File: src/rtl/cba_pkg.sv
package cba_pkg;
  typedef enum logic {
    DIR_UL = 1'b0,
    DIR_DL = 1'b1
  } dir_e;
endpackage

File: src/rtl/cba_weight_regs.sv
module cba_weight_regs #(
  parameter int unsigned WEIGHT_W     = 8,
  parameter int unsigned RESET_WEIGHT = 1
) (
  input  logic                     clk_i,
  input  logic                     rst_ni,
  input  logic                     wr_en_i,
  input  logic                     wr_dir_i,
  input  logic [WEIGHT_W-1:0]      wr_data_i,
  output logic [1:0][WEIGHT_W-1:0] weight_o
);
  for (genvar g = 0; g < 2; g++) begin : g_reg
    always_ff @(posedge clk_i or negedge rst_ni) begin
      if (!rst_ni) begin
        weight_o[g] <= WEIGHT_W'(RESET_WEIGHT);
      end else if (wr_en_i && (wr_dir_i == 1'(g))) begin
        weight_o[g] <= wr_data_i;
      end
    end
  end
endmodule

File: src/rtl/cba_credit.sv
module cba_credit #(
  parameter int unsigned WEIGHT_W     = 8,
  parameter int unsigned UNIT_BLOCKS  = 3,
  parameter int unsigned RESET_WEIGHT = 1,
  parameter int unsigned CREDIT_W     = 10
) (
  input  logic                clk_i,
  input  logic                rst_ni,
  input  logic                dec_i,
  input  logic                load_i,
  input  logic [WEIGHT_W-1:0] weight_i,
  output logic [CREDIT_W-1:0] credit_o,
  output logic                zero_o
);
  localparam int unsigned RST_UNITS = (RESET_WEIGHT == 0) ? 1 : RESET_WEIGHT;
  localparam logic [CREDIT_W-1:0] RST_CREDIT = CREDIT_W'(RST_UNITS * UNIT_BLOCKS);

  logic [CREDIT_W-1:0] units, load_val;

  // zero weight is promoted to one unit so no direction starves
  assign units    = (weight_i == '0) ? CREDIT_W'(1) : CREDIT_W'(weight_i);
  assign load_val = units * CREDIT_W'(UNIT_BLOCKS);
  assign zero_o   = (credit_o == '0);

  always_ff @(posedge clk_i or negedge rst_ni) begin
    if (!rst_ni) begin
      credit_o <= RST_CREDIT;
    end else if (load_i) begin
      credit_o <= load_val;
    end else if (dec_i && !zero_o) begin
      credit_o <= credit_o - CREDIT_W'(1);
    end
  end
endmodule

File: src/rtl/cba_grant_sel.sv
module cba_grant_sel
  import cba_pkg::*;
(
  input  logic lock_i,
  input  dir_e own_i,
  input  logic ul_valid_i,
  input  logic dl_valid_i,
  input  logic ul_credit_nz_i,
  output logic gnt_vld_o,
  output dir_e gnt_dir_o
);
  always_comb begin
    gnt_vld_o = 1'b0;
    gnt_dir_o = DIR_UL;
    if (lock_i) begin
      gnt_vld_o = 1'b1;
      gnt_dir_o = own_i;
    end else if (ul_valid_i && dl_valid_i) begin
      gnt_vld_o = 1'b1;
      gnt_dir_o = ul_credit_nz_i ? DIR_UL : DIR_DL;
    end else if (ul_valid_i) begin
      gnt_vld_o = 1'b1;
      gnt_dir_o = DIR_UL;
    end else if (dl_valid_i) begin
      gnt_vld_o = 1'b1;
      gnt_dir_o = DIR_DL;
    end
  end
endmodule

File: src/rtl/cba_block_track.sv
module cba_block_track
  import cba_pkg::*;
(
  input  logic clk_i,
  input  logic rst_ni,
  input  logic accept_i,
  input  logic last_i,
  input  dir_e dir_i,
  input  logic both_valid_i,
  output logic lock_o,
  output dir_e own_o,
  output logic count_o
);
  logic cont_q, cont_now;

  // contention is judged on the first beat of each block
  assign cont_now = lock_o ? cont_q : both_valid_i;
  assign count_o  = accept_i && last_i && cont_now;

  always_ff @(posedge clk_i or negedge rst_ni) begin
    if (!rst_ni) begin
      lock_o <= 1'b0;
      own_o  <= DIR_UL;
      cont_q <= 1'b0;
    end else if (accept_i) begin
      if (last_i) begin
        lock_o <= 1'b0;
      end else if (!lock_o) begin
        lock_o <= 1'b1;
        own_o  <= dir_i;
        cont_q <= both_valid_i;
      end
    end
  end
endmodule

File: src/rtl/cba_arbiter.sv
module cba_arbiter
  import cba_pkg::*;
#(
  parameter int unsigned WEIGHT_W     = 8,
  parameter int unsigned UNIT_BLOCKS  = 3,
  parameter int unsigned RESET_WEIGHT = 1
) (
  input  logic                clk_i,
  input  logic                rst_ni,
  input  logic                wr_en_i,
  input  logic                wr_dir_i,
  input  logic [WEIGHT_W-1:0] wr_data_i,
  input  logic                ul_valid_i,
  input  logic                ul_last_i,
  output logic                ul_ready_o,
  input  logic                dl_valid_i,
  input  logic                dl_last_i,
  output logic                dl_ready_o,
  output logic                out_valid_o,
  output logic                out_last_o,
  output logic                out_dir_o,
  input  logic                out_ready_i
);
  localparam int unsigned CREDIT_MAX = ((1 << WEIGHT_W) - 1) * UNIT_BLOCKS;
  localparam int unsigned CREDIT_W   = $clog2(CREDIT_MAX + 1);

  logic [1:0][WEIGHT_W-1:0] weight;
  logic [1:0][CREDIT_W-1:0] credit;
  logic [1:0]               cr_zero;
  logic [1:0]               dec;
  logic [CREDIT_W-1:0]      credit_ul, credit_dl;
  logic                     lock, gnt_vld, accept, blk_cnt, reload, sel;
  dir_e                     own, gnt_dir;

  cba_weight_regs #(
    .WEIGHT_W    (WEIGHT_W),
    .RESET_WEIGHT(RESET_WEIGHT)
  ) u_weights (
    .clk_i    (clk_i),
    .rst_ni   (rst_ni),
    .wr_en_i  (wr_en_i),
    .wr_dir_i (wr_dir_i),
    .wr_data_i(wr_data_i),
    .weight_o (weight)
  );

  cba_grant_sel u_sel (
    .lock_i        (lock),
    .own_i         (own),
    .ul_valid_i    (ul_valid_i),
    .dl_valid_i    (dl_valid_i),
    .ul_credit_nz_i(!cr_zero[0]),
    .gnt_vld_o     (gnt_vld),
    .gnt_dir_o     (gnt_dir)
  );

  assign sel         = (gnt_dir == DIR_DL);
  assign out_dir_o   = sel;
  assign out_valid_o = gnt_vld && (sel ? dl_valid_i : ul_valid_i);
  assign out_last_o  = sel ? dl_last_i : ul_last_i;
  assign ul_ready_o  = gnt_vld && !sel && out_ready_i;
  assign dl_ready_o  = gnt_vld && sel && out_ready_i;
  assign accept      = out_valid_o && out_ready_i;

  cba_block_track u_track (
    .clk_i       (clk_i),
    .rst_ni      (rst_ni),
    .accept_i    (accept),
    .last_i      (out_last_o),
    .dir_i       (gnt_dir),
    .both_valid_i(ul_valid_i && dl_valid_i),
    .lock_o      (lock),
    .own_o       (own),
    .count_o     (blk_cnt)
  );

  // round ends when the last remaining credit is spent
  assign reload = blk_cnt && (credit[sel] == CREDIT_W'(1)) && cr_zero[!sel];

  for (genvar g = 0; g < 2; g++) begin : g_credit
    assign dec[g] = blk_cnt && (sel == 1'(g)) && !reload;
    cba_credit #(
      .WEIGHT_W    (WEIGHT_W),
      .UNIT_BLOCKS (UNIT_BLOCKS),
      .RESET_WEIGHT(RESET_WEIGHT),
      .CREDIT_W    (CREDIT_W)
    ) u_credit (
      .clk_i   (clk_i),
      .rst_ni  (rst_ni),
      .dec_i   (dec[g]),
      .load_i  (reload),
      .weight_i(weight[g]),
      .credit_o(credit[g]),
      .zero_o  (cr_zero[g])
    );
  end

  assign credit_ul = credit[0];
  assign credit_dl = credit[1];
endmodule

File: config.mk
export PLATFORM = sky130hd
export DESIGN_NAME = cba_arbiter
export DESIGN_NICKNAME = d
export VERILOG_FILES = /design/src/rtl/cba_pkg.sv /design/src/rtl/cba_weight_regs.sv /design/src/rtl/cba_credit.sv /design/src/rtl/cba_grant_sel.sv /design/src/rtl/cba_block_track.sv /design/src/rtl/cba_arbiter.sv
export SDC_FILE = /design/constraint.sdc
export NUM_CORES = 1
export LEC_CHECK = 0
export ABC_AREA = 1
export BUFFER_PORTS_ARGS = -buffer_cell sky130_fd_sc_hd__buf_4
export CELL_PAD_IN_SITES_DETAIL_PLACEMENT = 0
export CELL_PAD_IN_SITES_GLOBAL_PLACEMENT = 1
export CORE_MARGIN = 4
export CORE_UTILIZATION = 30
export CTS_CLUSTER_SIZE = 16
export DETAILED_ROUTE_END_ITERATION = 12
export PLACE_DENSITY = 0.57
export SLEW_MARGIN = 40
export SYNTH_ARGS = -nofsm -noshare
export SYNTH_HDL_FRONTEND = slang
export SYNTH_SLANG_ARGS = --single-unit
File: constraint.sdc
create_clock -name clk_i -period 5.1 [get_ports clk_i]
set_input_delay 1.53 -clock clk_i [delete_from_list [all_inputs] [get_ports clk_i]]
set_output_delay 1.53 -clock clk_i [all_outputs]
set_load 0.1 [all_outputs]
==> metrics <==
Yosys cell types 38; # clock sinks 39; H-tree levels 2; IO Count 22; RR Startpoint u_weights.weight_o[6]; YS warnings 0; pwr dens 388 mW/mm2; GR met2 Demand/Resource 0.230; hold_sp g_credit[1].u_credit.credit_o[4]; Num CTS Buffers 5; initial antenna violation count 0; top cells by area, synth dfrtp_1, nand2_1, ha_1, inv_1, xor2_1; CTS tree built; Hold WS 0.482 ns; Die W 113 um; post-route ant nets 0; Max Fclk 0.239 GHz; final instance area 0.00367 mm2; DPL Wire Length 6260 um; outcome completed; share of post-route cells with drive strength above 1 0.160; Top cell by count, worst path buf_4; Worst Hold Depth 2; vias in the first global route 2892; Max Cap Viol 0; core area 0.0108 mm2; antenna cell count 0; CP arrival 2.65 ns; synthesized flop and latch total 39; CTS Hold Bufs 0; Routed WL 8070 um; setup_tns 0 ns; die area 0.0128 mm2; Area Overhead vs Synth 11.0%; reg-to-reg endpoint g_credit[0].u_credit.credit_o[7]; reg2reg path depth 14; met1 Track Usage GR 0.180; std cell rows 38; Setup Fix Bufs, Post-CTS 0; GRT Overall Usage 0.136; final-report hold violation count 0; met3 Use GR 0.0235; Lkg Pwr 1.85 nW; Initial Utilization 0.306; Worst Path Required 3.57 ns; Nets 505; IO buf count 21; DP Area 0.00359 mm2; Cell Area, Synth 0.00331 mm2; Crit-path slowest cell buf_4; Via density 4.59; final critical-path required period 4.18 ns; largest net degree at the start of global routing 40; busiest grt layer met2; Worst Hold Path EP g_credit[1].u_credit.credit_o[4]; Synth Instances 441; critical path fanouts, max 9; Worst-Skew Late Latency 0.30 ns; actual slew at the worst max-slew pin 0.540 ns; Hold Crit Class flip-flop to flip-flop; RSZ-0062 raised after global routing no; cts repair resizes 0; startpoint types input pin; final worst slack 0.920 ns; detailed-route via count 2762; gpl congestion 0.781; Syn Area/Cell 7.50 um2; CTS Root Cell clkbuf_8; Reg2Reg Setup Slack 2.32 ns; DR WL/cell 13.4 um; IR drop worst, VDD 0.360 mV; syn nets 485; GRT overflow 0; Yosys top cell area share 0.250; first-pass GRT wire length 14200 um; clock skew 0.00744 ns; max_slew headroom 0.640; worst path cell trace buf_4 -> inv_1 -> o21bai_2 -> nand2_4 -> nand2_8 -> a311oi_2 -> buf_4; drt pass-1 iters 4; # fillers 1177; nature of the critical path endpoint output port; sequential share of the synthesized area 0.298; Max Transition Viols Final 0; CTS Buffer Depth 2; final worst-path cycle share 0.820; Crit Path Class input pin to output port; die height 113 um; CP max stage delay 0.33 ns; Final Setup Violations 0; DRC 0; DRT iter0 DRCs 76; leading area contributor after synthesis dfrtp_1; Place WS 0.928 ns; clock slew at reported path FFs 0.08 ns
## sequential cells by signal, indices dropped and copies added (netlist names)
register	count
g_credit.u_credit.credit_o	20
u_track.cont_q	1
u_track.lock_o	1
u_track.own_o	1
u_weights.weight_o	16
## Yosys cell counts (all sizes together)
master  count
nand2     121
inv        63
o21ai      41
nor2       38
dfrtp      33
nand3      30
ha         25
xor2       20
a21oi      14
nand4      14
xnor2       7
dfstp       6
nor3        6
buf         4
clkbuf      4
o21bai      4
nor4        3
fa          2
a21boi      1
a21o        1
a311oi      1
o211ai      1
o21a        1
o31ai       1
## per-stage QoR
stage,power (mW),instances,util
after CTS,1.45,602,0.340
final,1.42,602,0.340
after floorplan,1.06,441,-
after global routing,1.55,602,0.340
after detailed placement,1.22,594,0.332
after global placement,1.21,594,0.332
## kinds of logic after synthesis
| group | share of synthesized area |
|---|---|
| AO/OA/AOI/OAI | 0.114 |
| buffers and inverters | 0.0886 |
| flip-flops | 0.298 |
| adder cells (fa/ha/maj) | 0.107 |
| XOR/XNOR | 0.0715 |
| AND/OR/NAND/NOR | 0.321 |
## per-layer routing
layer	routed length (um)	up-vias
li1	-	1456
met1	3940	1270
met2	3840	30
met3	198	6
met4	93	0
met5	0	-
## cell type report
cell class	count	area [um2]	area share
Sequential cell	39	983	0.268
Inverter	63	236	0.0645
Tap cell	140	175	0.0477
Clock buffer	8	80.1	0.0218
Multi-Input combinational cell	331	2040	0.555
Timing Repair Buffer	21	158	0.0430
## layout by cell type (no fill, tap or decap), types with 4 or more instances in the layout
master and n:
dfrtp_1 33, xnor2_1 7, nand3_1 24, o21ai_1 9, nand4_1 11, inv_1 59, nand3_2 6, nand2_2 7
nor2_1 32, buf_4 21, ha_1 25, inv_2 4, o21ai_0 27, o21ai_2 5, clkbuf_8 5, nand2_4 7
nor3_1 6, xor2_1 20, nor2_4 4, nand2_1 106, dfstp_2 6, a21oi_1 13
## critical path, delay by kind of cell
family                 cells  cell delay, ns
AO/OA/AOI/OAI              2            0.41
AND/OR/NAND/NOR            2            0.23
buffers and inverters      3            0.47
## worst max path at each step
| stage | start | end | slack, ns | cells after the start |
|---|---|---|---|---|
| after floorplan | dl_valid_i | dl_ready_o | 0.14 | 6 |
| after global placement | ul_valid_i | ul_ready_o | 0.97 | 7 |
| after detailed placement | ul_valid_i | ul_ready_o | 0.93 | 7 |
| after CTS | ul_valid_i | ul_ready_o | 0.92 | 7 |
| after global routing | dl_valid_i | dl_ready_o | 0.85 | 8 |
| final | ul_valid_i | ul_ready_o | 0.92 | 7 |
## power by group
part           internal, mW  switching [mW]  total (mW)
logic                 0.233           0.508       0.742
clock network        0.0976           0.118       0.216
registers             0.393          0.0740       0.467
total                 0.724           0.701        1.42
(Power assumes the default switching activity.)
